[src/rtl/mpq_pkg.sv]
package mpq_pkg;
    // kind of write that the last stage performs into the queue
    typedef enum logic [1:0] {
        WR_NONE  = 2'd0,
        WR_NEW   = 2'd1,
        WR_BACK  = 2'd2
    } wr_kind_e;
endpackage

[src/rtl/mpq_free_pick.sv]
module mpq_free_pick #(
    parameter int DEPTH = 8,
    localparam int IW   = (DEPTH > 1) ? $clog2(DEPTH) : 1
) (
    input  logic [DEPTH-1:0] occ,
    output logic             any_free,
    output logic [IW-1:0]    free_idx
);
    always_comb begin
        any_free = 1'b0;
        free_idx = '0;
        for (int i = DEPTH - 1; i >= 0; i--) begin
            if (!occ[i]) begin
                any_free = 1'b1;
                free_idx = IW'(i);
            end
        end
    end
endmodule

[src/rtl/mpq_line_match.sv]
module mpq_line_match #(
    parameter int DEPTH = 8,
    parameter int AW    = 8
) (
    input  logic [DEPTH-1:0][AW-1:0] lines,
    input  logic [AW-1:0]            key,
    output logic [DEPTH-1:0]         eq
);
    for (genvar g = 0; g < DEPTH; g++) begin : g_cmp
        assign eq[g] = (lines[g] == key);
    end
endmodule

[src/rtl/mpq_age_pick.sv]
module mpq_age_pick #(
    parameter int DEPTH = 8,
    localparam int IW   = (DEPTH > 1) ? $clog2(DEPTH) : 1
) (
    input  logic             clk,
    input  logic             rst_n,
    input  logic             alloc_en,
    input  logic [IW-1:0]    alloc_idx,
    input  logic [DEPTH-1:0] cand,
    output logic [DEPTH-1:0] pick
);
    // older_q[i][j] = 1 : slot i was allocated before slot j
    logic [DEPTH-1:0][DEPTH-1:0] older_d, older_q;

    always_comb begin
        older_d = older_q;
        if (alloc_en) begin
            for (int j = 0; j < DEPTH; j++) begin
                older_d[alloc_idx][j] = 1'b0;
                if (j != int'(alloc_idx)) older_d[j][alloc_idx] = 1'b1;
            end
        end
        for (int i = 0; i < DEPTH; i++) begin
            logic beaten;
            beaten = 1'b0;
            for (int j = 0; j < DEPTH; j++) begin
                if (j != i && cand[j] && older_q[j][i]) beaten = 1'b1;
            end
            pick[i] = cand[i] && !beaten;
        end
    end

    always_ff @(posedge clk or negedge rst_n) begin
        if (!rst_n) older_q <= '0;
        else        older_q <= older_d;
    end

    // exactly one oldest candidate is chosen whenever any exists
    a_r6_single_pick: assert property (@(posedge clk) disable iff (!rst_n)
        (|cand) |-> ($onehot0(pick) && (|pick)));
endmodule

[src/rtl/miss_park_queue.sv]
module miss_park_queue #(
    parameter int DEPTH = 8,
    parameter int GAP   = 4,
    parameter int AW    = 8,
    parameter int WSW   = 2,
    parameter int WW    = 32,
    parameter int TIDW  = 2,
    parameter int TAGW  = 8,
    localparam int BW   = WW / 8,
    localparam int IW   = (DEPTH > 1) ? $clog2(DEPTH) : 1,
    localparam int PW   = WSW + WW + TIDW + TAGW + 1 + BW + 2
) (
    input  logic            clk,
    input  logic            rst_n,
    input  logic            enq_valid,
    input  logic            enq_back,
    input  logic            enq_ready_init,
    input  logic [AW-1:0]   enq_addr,
    input  logic [WSW-1:0]  enq_wsel,
    input  logic [WW-1:0]   enq_wdata,
    input  logic [TIDW-1:0] enq_tid,
    input  logic [TAGW-1:0] enq_tag,
    input  logic            enq_wr,
    input  logic [BW-1:0]   enq_ben,
    input  logic            enq_snp,
    input  logic            enq_snp_inv,
    input  logic            fill_valid,
    input  logic [AW-1:0]   probe_addr,
    output logic            hazard,
    input  logic            sched,
    input  logic            commit,
    output logic            deq_valid,
    output logic [AW-1:0]   deq_addr,
    output logic [WSW-1:0]  deq_wsel,
    output logic [WW-1:0]   deq_wdata,
    output logic [TIDW-1:0] deq_tid,
    output logic [TAGW-1:0] deq_tag,
    output logic            deq_wr,
    output logic [BW-1:0]   deq_ben,
    output logic            deq_snp,
    output logic            deq_snp_inv,
    output logic            full,
    output logic            almost_full,
    output logic            empty
);
    import mpq_pkg::*;

    typedef struct packed {
        logic [DEPTH-1:0]          occ;
        logic [DEPTH-1:0]          rdy;
        logic [DEPTH-1:0]          fly;
        logic                      busy;
        logic [IW-1:0]             fly_idx;
        logic [DEPTH-1:0][AW-1:0]  line;
        logic [DEPTH-1:0][PW-1:0]  pay;
    } state_t;

    state_t st_d, st_q;

    logic [DEPTH-1:0] probe_eq;
    logic [DEPTH-1:0] cand;
    logic [DEPTH-1:0] pick;
    logic             any_free;
    logic [IW-1:0]    free_idx;
    logic [IW-1:0]    pick_idx;
    logic [PW-1:0]    enq_pay;
    logic [PW-1:0]    deq_pay;
    logic             fill_new;
    logic             alloc_en;
    wr_kind_e         kind;
    int               free_cnt;

    mpq_line_match #(.DEPTH(DEPTH), .AW(AW)) u_match (
        .lines (st_q.line),
        .key   (probe_addr),
        .eq    (probe_eq)
    );

    mpq_free_pick #(.DEPTH(DEPTH)) u_free (
        .occ      (st_q.occ),
        .any_free (any_free),
        .free_idx (free_idx)
    );

    mpq_age_pick #(.DEPTH(DEPTH)) u_age (
        .clk       (clk),
        .rst_n     (rst_n),
        .alloc_en  (alloc_en),
        .alloc_idx (free_idx),
        .cand      (cand),
        .pick      (pick)
    );

    always_comb begin
        enq_pay  = {enq_wsel, enq_wdata, enq_tid, enq_tag, enq_wr, enq_ben,
                    enq_snp, enq_snp_inv};
        cand     = st_q.occ & st_q.rdy & ~st_q.fly & {DEPTH{~st_q.busy}};
        pick_idx = '0;
        for (int i = 0; i < DEPTH; i++) begin
            if (pick[i]) pick_idx = pick_idx | IW'(i);
        end
        deq_pay   = st_q.pay[pick_idx];
        deq_valid = |cand;
        deq_addr  = st_q.line[pick_idx];
        {deq_wsel, deq_wdata, deq_tid, deq_tag, deq_wr, deq_ben,
         deq_snp, deq_snp_inv} = deq_pay;

        hazard      = |(probe_eq & st_q.occ);
        full        = &st_q.occ;
        empty       = ~|st_q.occ;
        free_cnt    = DEPTH - $countones(st_q.occ);
        almost_full = (free_cnt < GAP);

        fill_new = fill_valid && (enq_addr == probe_addr);
        if (!enq_valid)                       kind = WR_NONE;
        else if (enq_back && st_q.busy)       kind = WR_BACK;
        else if (!enq_back && any_free)       kind = WR_NEW;
        else                                  kind = WR_NONE;
        alloc_en = (kind == WR_NEW);

        st_d = st_q;
        if (fill_valid) begin
            st_d.rdy = st_q.rdy | (probe_eq & st_q.occ & ~st_q.fly);
        end
        if (commit && st_q.busy) begin
            st_d.occ[st_q.fly_idx] = 1'b0;
            st_d.rdy[st_q.fly_idx] = 1'b0;
            st_d.fly[st_q.fly_idx] = 1'b0;
            st_d.busy              = 1'b0;
        end
        if (sched && deq_valid) begin
            st_d.fly[pick_idx] = 1'b1;
            st_d.rdy[pick_idx] = 1'b0;
            st_d.busy          = 1'b1;
            st_d.fly_idx       = pick_idx;
        end
        case (kind)
            WR_BACK: begin
                st_d.fly[st_q.fly_idx]  = 1'b0;
                st_d.rdy[st_q.fly_idx]  = enq_ready_init || fill_new;
                st_d.line[st_q.fly_idx] = enq_addr;
                st_d.pay[st_q.fly_idx]  = enq_pay;
                st_d.busy               = 1'b0;
            end
            WR_NEW: begin
                st_d.occ[free_idx]  = 1'b1;
                st_d.fly[free_idx]  = 1'b0;
                st_d.rdy[free_idx]  = enq_ready_init || fill_new;
                st_d.line[free_idx] = enq_addr;
                st_d.pay[free_idx]  = enq_pay;
            end
            default: ;
        endcase
    end

    always_ff @(posedge clk or negedge rst_n) begin
        if (!rst_n) st_q <= '0;
        else        st_q <= st_d;
    end

    // once an entry is taken, nothing is offered on the next cycle
    a_r7_hold_after_sched: assert property (@(posedge clk) disable iff (!rst_n)
        (sched && deq_valid && !commit && !enq_valid) |=> !deq_valid);
    // freeing the in-flight slot leaves at least one free slot
    a_r8_commit_frees: assert property (@(posedge clk) disable iff (!rst_n)
        (commit && st_q.busy && !enq_valid) |=> !full);
    // a send-back is only legal while an entry is in flight
    a_r9_back_needs_flight: assert property (@(posedge clk) disable iff (!rst_n)
        (enq_valid && enq_back) |-> st_q.busy);
    // a send-back does not change occupancy
    a_r9_back_keeps_count: assert property (@(posedge clk) disable iff (!rst_n)
        (enq_valid && enq_back && !commit) |=> $stable(full) && $stable(empty));
    // a freshly parked line is seen by the hazard check
    a_r5_hazard_new: assert property (@(posedge clk) disable iff (!rst_n)
        (enq_valid && !enq_back && !full) |=>
            (hazard || (probe_addr != $past(enq_addr))));
    // full always implies almost full and never empty
    a_r10_full_flags: assert property (@(posedge clk) disable iff (!rst_n)
        full |-> (almost_full && !empty));
    // an offer needs a parked entry
    a_r3_offer_needs_entry: assert property (@(posedge clk) disable iff (!rst_n)
        deq_valid |-> !empty);
endmodule

[config.mk]
export PLATFORM = sky130hd
export DESIGN_NAME = miss_park_queue
export DESIGN_NICKNAME = d
export VERILOG_FILES = /design/src/rtl/mpq_pkg.sv /design/src/rtl/mpq_free_pick.sv /design/src/rtl/mpq_line_match.sv /design/src/rtl/mpq_age_pick.sv /design/src/rtl/miss_park_queue.sv
export SDC_FILE = /design/constraint.sdc
export NUM_CORES = 1
export LEC_CHECK = 0
export BUFFER_PORTS_ARGS = -buffer_cell sky130_fd_sc_hd__buf_2
export CORE_MARGIN = 5
export CORE_UTILIZATION = 57
export CTS_BUF_LIST = sky130_fd_sc_hd__clkbuf_8
export CTS_CLUSTER_DIAMETER = 60
export DETAILED_ROUTE_END_ITERATION = 10
export GPL_ROUTABILITY_DRIVEN = 1
export PLACE_DENSITY = 0.76
export SLEW_MARGIN = 10
export SYNTH_ARGS = -nofsm -noshare
export SYNTH_HDL_FRONTEND = slang
export SYNTH_HIERARCHICAL = 1
export SYNTH_SLANG_ARGS = --single-unit
export TNS_END_PERCENT = 50
[constraint.sdc]
create_clock -name clk -period 4.5 [get_ports clk]
set_clock_uncertainty 0.2 [all_clocks]
set_input_delay 1.35 -clock clk [delete_from_list [all_inputs] [get_ports clk]]
set_output_delay 1.35 -clock clk [all_outputs]
set_load 0.03 [all_outputs]
==> metrics.txt, run 1 <==
1st-pass router iterations 7; net count after synthesis 2082; CP startpoint st_q[475]; Tot Pwr 22.4 mW; syn avg cell area roughly 13 µm²; Routed Antenna Nets 0; final setup fails 60; DR vias 19300; CP Class flop to output port; Worst Path Arrival 3.95 ns; most common cell after layout, fill and taps aside dfrtp_1; depth of the CTS H-tree 3; drt total wl between 70000 and 80000 µm; Area Overhead vs Synth 24.2%; Clock Latency Late Sink 0.69 ns; Mapped Cells between 1500 and 2000; Total GRT Usage 0.304; Bufs on Longest Clock Path 3; Die ar. 49700 µm²; # clock sinks about 550; die span in x between 200 and 250 µm; drc violations 0; Clk pin slew, worst setup/hold paths about 0.060 ns; drt initial violations ~2600; critical path fanouts, max 8; CTS buffer count 91; Critical Path RT approximately 3.0 ns; failing checks negative setup slack; first-pass GRT wire length 119000 µm; PortBufs between 100 and 150; Avg WL per Cell about 27 µm; GP Congestion around 0.99; Cell Area, Synth ~26000 µm²; hold_sp u_age/older_q[55]; Cell Area, Placed 28700 µm²; fin nets 2370; worst setup margin -1.00 ns; Vias per Instance between 6 and 7; Core Region about 45000 µm²; outcome complete, but fails checks; VDD IR-drop max about 0.57 mV; CTS Hold Bufs 0; max_cap viols 0; Hold Crit Class flop to flop; RSZ-0062 raised after global routing true; Synthesis Warnings 6; initial antenna violation count 13; Fill cells 2986; Detailed Place HPWL approximately 48000 µm; Pwr Density 697 nW/µm²; num ports roughly 140; largest net degree at the start of global routing 118; Reg2Reg Launch Point st_q[495]; critical path launch point type flop; max frequency 0.182 GHz; area of the multi-input gates around 12000 µm²; Fin. Hold Viols 0; initial core utilization 0.573; design area approximately 32000 µm²; Final Cycle Share 1.22; register area ~14000 µm²; FP Rows between 70 and 80; Tmin final around 5.5 ns; Slew Viols, Final 0; GRT Residual Overflow 0; most frequent cells in the layout dfrtp_1 (549), mux2_2 (504), buf_4 (145); vias in the first global route 20200; CP endpoint kind output port; root buffer cell clkbuf_8; max_slew headroom 0.312; P_leak 14.9 nW; Slew @ Worst Pin 1.03 ns; share of layout cells above drive strength 1 0.506; CTS tree done; chip height about 220 µm
[registers in the layout (all words and copies together) (netlist names), named ones only]
register	count
st_q	500
u_age/older_q	46
[per-stage QoR]
step	hold slack, ns	utilization	worst slack (ns)	std cells	setup TNS [ns]
after floorplan	0.249	-	-0.0371	1996	-0.524
after global placement	0.268	0.637	-0.457	2747	-19.64
after detailed placement	0.284	0.637	-0.520	2747	-21.96
after CTS	0.296	0.700	-0.975	2942	-54.46
after global routing	0.314	0.712	-1.11	2961	-60.84
final	0.296	0.712	-1.00	2963	-54.00
[power breakdown]
| group | internal, mW | switching [mW] |
|---|---|---|
| Sequential | 6.93 | 1.39 |
| Combinational | 4.53 | 4.84 |
| Clock | 2.63 | 2.07 |
[path summary, 6_finish.rpt]
kind                                           to  slack, ns  cells after the start
worst min register to register  u_age/older_q[55]       0.30                      1
worst max register to register          st_q[347]       0.67                     14
max in group asynchronous               st_q[284]       2.55                      2
worst min-delay path            u_age/older_q[55]       0.30                      1
min in group asynchronous               st_q[481]       0.57                      1
worst max-delay path                   deq_tag[4]      -1.00                     16
[critical path, cell delays in order, from the launching register on]
cell      delay [ns]
dfrtp_1         0.43
buf_12          0.18
nor4bb_4        0.34
buf_12          0.16
buf_4           0.11
a22oi_1         0.08
and4_4          0.21
buf_6           0.14
buf_4           0.14
nor4_4          0.12
buf_4           0.19
nor3_4          0.06
buf_6           0.14
buf_12          0.13
a222oi_1        0.51
nand3_2         0.15
buf_6           0.17
[what timing repair did]
action                     CTS  global route
setup buffers               26            10
pin swaps                   30            39
gates cloned                 3             5
resized for setup          160            74
setup endpoints to repair   60            61
[layout make-up]
class,count,area share
clock inverter,39,0.00775
antenna,6,0.000468
tap,600,0.0234
sequential,549,0.428
inverter,24,0.00281
timing repair buffer,353,0.106
clock buffer,127,0.0544
multi-input combinational,1265,0.377
[layer usage]
layer  track usage  wire length [µm]  vias up
li1              -                 -     8094
met2         0.473             37200      942
met1         0.409             31700     9996
met5             0                85        -
met3        0.0770              6760      225
met4         0.133              3090       14
Note: power is estimated with default switching activity, not from simulation.
==> run 2: changes to the inputs <==
--- a/config.mk
+++ b/config.mk
@@ -7,12 +7,12 @@
 export LEC_CHECK = 0
 export BUFFER_PORTS_ARGS = -buffer_cell sky130_fd_sc_hd__buf_2
 export CORE_MARGIN = 5
-export CORE_UTILIZATION = 57
+export CORE_UTILIZATION = 35
 export CTS_BUF_LIST = sky130_fd_sc_hd__clkbuf_8
 export CTS_CLUSTER_DIAMETER = 60
 export DETAILED_ROUTE_END_ITERATION = 10
 export GPL_ROUTABILITY_DRIVEN = 1
-export PLACE_DENSITY = 0.76
+export PLACE_DENSITY = 0.49
 export SLEW_MARGIN = 10
 export SYNTH_ARGS = -nofsm -noshare
 export SYNTH_HDL_FRONTEND = slang
==> constraint.sdc (replaced) <==
create_clock -name clk -period 5.1 [get_ports clk]
set_clock_uncertainty 0.2 [all_clocks]
set_input_delay 1.53 -clock clk [delete_from_list [all_inputs] [get_ports clk]]
set_output_delay 1.53 -clock clk [all_outputs]
set_load 0.03 [all_outputs]
==> run 2 against run 1 <==
Against the previous run:
- sequential power decreased by 13%
- worst hold slack worse by 0.0062 ns
- worst setup slack better by 0.34 ns
- sequential cell count is the same
- utilization is 26 points lower
- die area up 60%
- largest power group unchanged
- register-to-register slack improved by 0.75 ns
- wire length up 7.1%
- the flow still finishes with violations (negative setup slack)
==> metrics.txt, run 2 (synthesis gave the netlist of run 1 again) <==
final setup fails 60; Clock Latency Late Sink a little under 0.7 ns; setup_tns -30.43 ns; CP endpoint kind output port; worst setup margin -0.666 ns; cell family with most CP delay buffers and inverters; design area roughly 33000 µm²; max frequency ~0.17 GHz; Avg WL per Cell 25.3 µm; fin nets around 2400; DR vias 18700; critical path fanouts, max 6; max_slew headroom 0.310; Detailed Place HPWL between 50000 and 60000 µm; drt initial violations around 1600; first-pass GRT wire length ~130000 µm; Area Overhead vs Synth 27.4%; Tmin final roughly 5.8 ns; num ports between 100 and 150; Max stage delay on crit path around 0.50 ns; Hold Crit Class flop to flop; Core Region 73100 µm²; drc violations 0; Buf/Inv on CP 8; Critical Path RT 3.37 ns; root buffer cell clkbuf_8; VDD IR-drop max around 0.37 mV; Total GRT Usage 0.210; Fill cells around 6700; Die ar. around 79000 µm²; CTS tree done; Routed Antenna Nets 0; max FFs per register 500; most frequent cells in the layout dfrtp_1 (547), mux2_2 (483), clkbuf_8 (128); initial antenna violation count 17; Slew @ Worst Pin around 1.0 ns; Placed Cells incl. Taps a little over 3000; Fin. Hold Viols 0; GP Congestion a little under 0.9; Top reg by flops st_q; CTS buffer count 100; CP Class flop to output port; initial core utilization 0.354; slowest CP cell o211ai_1; Worst Path Arrival 4.04 ns; failing checks negative setup slack; RSZ-0062 raised after global routing true; Cell Area, Placed approximately 29000 µm²; CP dominant cell by count buf_6; Clk pin slew, worst setup/hold paths 0.06 ns; chip height 282 µm; vias in the first global route between 15000 and 20000; final core utilization 0.451; GRT Residual Overflow 0; Slew Viols, Final 0; Final Cycle Share 1.13; critical path launch point type flop; P_leak between 15 and 20 nW; most common cell after layout, fill and taps aside dfrtp_1; reg2reg setup slack 1.42 ns; critical path, cell by cell buf_6 > nor4bb_4 > buf_6 > buf_4 > a221oi_2 > and4_4 > buf_6 > or4_4 > buf_12 > nor2_4 > buf_6 > buf_6 > a22oi_2 > o211ai_1 > buf_4; Vias per Instance 5.58; Non-Filler Instances between 3000 and 4000; Bufs on Longest Clock Path 3; FP Rows just under 100; largest net degree at the start of global routing 116; max_cap viols 0; PortBufs approximately 140; drt total wl 84500 µm; share of layout cells above drive strength 1 0.491; 1st-pass router iterations 7; depth of the CTS H-tree 3; # clock sinks between 500 and 600; Largest regs st_q x500, u_age/older_q x46; Pwr Density about 600 nW/µm²; die span in x 282 µm; outcome complete, but fails checks
[run 2: worst reg2reg max path, stage by stage, from the launching register on]
cell and delay, ns:
dfrtp_2 0.44, buf_6 0.15, nand2_1 0.12, nor2_1 0.05, nand2_1 0.06, nand2_1 0.04
or2_2 0.28, inv_1 0.06, ha_1 0.25, buf_4 0.29, nand3_1 0.27, a21oi_4 0.61
buf_12 0.33, mux2_2 0.40
[run 2: path summary, 6_finish.rpt]
kind,startpoint,endpoint,cells past startpoint
hold / removal,u_age/older_q[55],u_age/older_q[55],1
setup / recovery,st_q[475],deq_addr[3],15
setup reg to reg,st_q[495],st_q[297],13
min in group asynchronous,rst_n,st_q[248],1
max in group asynchronous,rst_n,st_q[318],2
hold reg to reg,u_age/older_q[55],u_age/older_q[55],1
[run 2: what timing repair did]
action | 4_1_cts | 5_1_grt
pin swaps | 89 | 48
setup endpoints to repair | 60 | 60
hold buffers | 0 | 0
cloned | 7 | 3
resized for setup | 273 | 62
setup buffers | 55 | 21
[run 2: report_power, final]
group          switching (mW)  total, mW  internal (mW)
clock network            1.89       4.20           2.30
registers                1.11       7.23           6.12
logic                    4.26       8.38           4.12
total                    7.26       19.8           12.5
[run 2: area by class of cell]
type,count,area (µm²),share of cell area
sequential,549,13700,0.417
inverter,24,92.6,0.00281
tap,959,1200,0.0364
antenna,10,25.0,0.000760
multi-input combinational,1264,12100,0.366
timing repair buffer,353,3780,0.115
clock inverter,55,285,0.00866
clock buffer,128,1760,0.0535
[run 2: routing by layer]
layer / GRT usage / wire length [µm] / vias to the layer above
met1: 0.288 / 37400 / 9814
met2: 0.335 / 39600 / 569
met5: 0 / 58 / -
met4: 0.0650 / 2070 / 8
li1: - / - / 8138
met3: 0.0450 / 5350 / 127
[run 2: stage by stage]
stage	hold WS, ns	setup WS (ns)	power [mW]
final	0.290	-0.666	19.8
after floorplan	0.249	-0.0272	11.7
after global routing	0.303	-0.769	20.9
after global placement	0.271	-0.310	14.1
after CTS	0.285	-0.611	19.8
after detailed placement	0.271	-0.322	14.4
==> run 3: changes to the inputs <==
==> constraint.sdc (replaced) <==
create_clock -name clk -period 5.5 [get_ports clk]
set_clock_uncertainty 0.2 [all_clocks]
set_input_delay 1.65 -clock clk [delete_from_list [all_inputs] [get_ports clk]]
set_output_delay 1.65 -clock clk [all_outputs]
set_load 0.03 [all_outputs]
==> run 3 against run 2 <==
Against the previous run:
- the flow still finishes with violations (negative setup slack)
- worst hold slack better by 0.0070 ns
- non-clock buffer count is 56 lower
- worst setup slack better by 0.36 ns
- critical path depth is 1 higher
- register-to-register slack better by 0.26 ns
- combinational power is 11% lower
- clock-buffer cell count is 5 higher
==> metrics.txt, run 3 (synthesis gave the netlist of run 1 again) <==
max_cap viols 0; outcome complete, but fails checks; reg-to-reg endpoint st_q[313]; design area roughly 32000 µm²; Area Overhead vs Synth 24.4%; Cell Area, Placed about 28000 µm²; depth of the CTS H-tree 3; FP Rows 99; Routed Antenna Nets 0; most frequent cells in the layout dfrtp_1 (548), mux2_2 (490), clkbuf_8 (133); Place WS 0.0614 ns; drt total wl about 85000 µm; setup_tns -13.69 ns; Die ar. 79400 µm²; root buffer cell clkbuf_8; critical path fanouts, max 8; Slew @ Worst Pin between 1 and 1.5 ns; final setup fails between 50 and 60; Total GRT Usage 0.210; Vias per Instance roughly 5.7; initial core utilization 0.354; CTS buffer count slightly above 100; P_leak 14.7 nW; hold endpoint u_age/older_q[28]; num ports approximately 140; CTS tree done; Pwr Density between 500 and 600 nW/µm²; CP Class flop to output port; Worst Path Arrival 3.96 ns; GP Congestion just under 0.9; DR vias 18500; chip height between 200 and 300 µm; CTS Hold Bufs 0; RSZ-0062 raised after global routing true; Top reg by flops st_q; Clock Latency Late Sink roughly 0.7 ns; Fin. Hold Viols 0; vias in the first global route just under 20000; worst hold path depth 2; Tmin final between 5 and 6 ns; Avg WL per Cell 25.9 µm; share of layout cells above drive strength 1 0.479; CP endpoint kind output port; initial antenna violation count 16; first-pass GRT wire length around 130000 µm; Bufs on Longest Clock Path 3; max FFs per register 500; failing checks negative setup slack; Largest regs st_q x500, u_age/older_q x46; max frequency around 0.17 GHz; fin nets around 2300; VDD IR-drop max approximately 0.47 mV; max_slew headroom 0.266; drc violations 0; final core utilization 0.440; critical path launch point type flop; Slew Viols, Final 0; largest net degree at the start of global routing about 130; Reg2Reg Launch Point st_q[492]; Detailed Place HPWL 52100 µm; 1st-pass router iterations 6; PortBufs 138; r2r worst-path depth 13; Clk pin slew, worst setup/hold paths 0.06 ns; Min Hold Slack 0.297 ns; worst setup margin -0.311 ns; die span in x approximately 280 µm; hold_sp u_age/older_q[28]; reg2reg setup slack 1.68 ns; Final Cycle Share 1.06; drt initial violations 1456; most common cell after layout, fill and taps aside dfrtp_1; Critical Path RT 3.65 ns; Core Region roughly 73000 µm²; Hold Crit Class flop to flop; GRT Residual Overflow 0; # clock sinks between 500 and 600
[run 3: cell types whose count changed in the layout (fill, tap and decap cells not counted), sizes merged]
cell and delta:
bufinv +4, buf -55, clkbuf +3, inv -8
clkinvlp -3, clkinv +2, bufbuf +1, diode -5
[run 3: worst max path at each step]
stage	start	endpoint	slack, ns	depth (start not counted)
6_report	st_q[475]	deq_wdata[6]	-0.31	16
5_1_grt	st_q[475]	deq_wdata[3]	-0.47	15
4_1_cts	st_q[475]	deq_wdata[7]	-0.38	17
3_5_place_dp	st_q[475]	deq_wdata[5]	0.06	11
3_3_place_gp	st_q[475]	deq_tag[3]	0.1	11
2_1_floorplan	st_q[475]	deq_tag[3]	0.25	12
[run 3: area by class of cell]
cell class | count | area (µm²)
Tap cell | 959 | 1200
Multi-Input combinational cell | 1264 | 11900
Fill cell | 6758 | 40900
Antenna cell | 5 | 12.5
Clock buffer | 133 | 1830
Clock inverter | 50 | 369
Sequential cell | 549 | 13700
Timing Repair Buffer | 297 | 2970
Inverter | 24 | 90.1
[run 3: stage by stage]
stage	power [mW]	cells
global route	19.3	3279
CTS	18.3	3271
detailed placement	13.2	3042
global placement	13.0	3042
finish	18.4	3281
floorplan	10.9	1996
[run 3: what timing repair did]
item / in CTS / in global routing
gates cloned: 7 / 0
pin swaps: 58 / 32
setup buffers: 39 / 8
endpoints found under the setup margin: 60 / 60
gates resized for setup: 206 / 66
[run 3: critical path: stages, from the launching register on]
cell,delay (ns)
dfrtp_2,0.42
buf_12,0.15
nor4bb_4,0.24
buf_4,0.18
buf_6,0.10
a22o_1,0.15
a221oi_2,0.05
and4_4,0.17
buf_6,0.11
or4_4,0.53
buf_8,0.14
nor4_4,0.26
buf_6,0.17
buf_12,0.17
a22oi_1,0.11
nand3_1,0.12
buf_6,0.14
[run 3: where the power goes]
group | switching [mW] | leakage (nW) | total (mW) | internal (mW)
combinational | 3.88 | 6.21 | 7.46 | 3.58
clock | 1.75 | 1.25 | 4.15 | 2.40
sequential | 1.07 | 7.20 | 6.75 | 5.67
total | 6.71 | 14.7 | 18.4 | 11.6
[run 3: metal layers]
layer / global-route usage / wire length (µm)
met1: 0.289 / 37500
met2: 0.337 / 40100
met3: 0.0429 / 5180
met4: 0.0667 / 2030
met5: 0 / 62
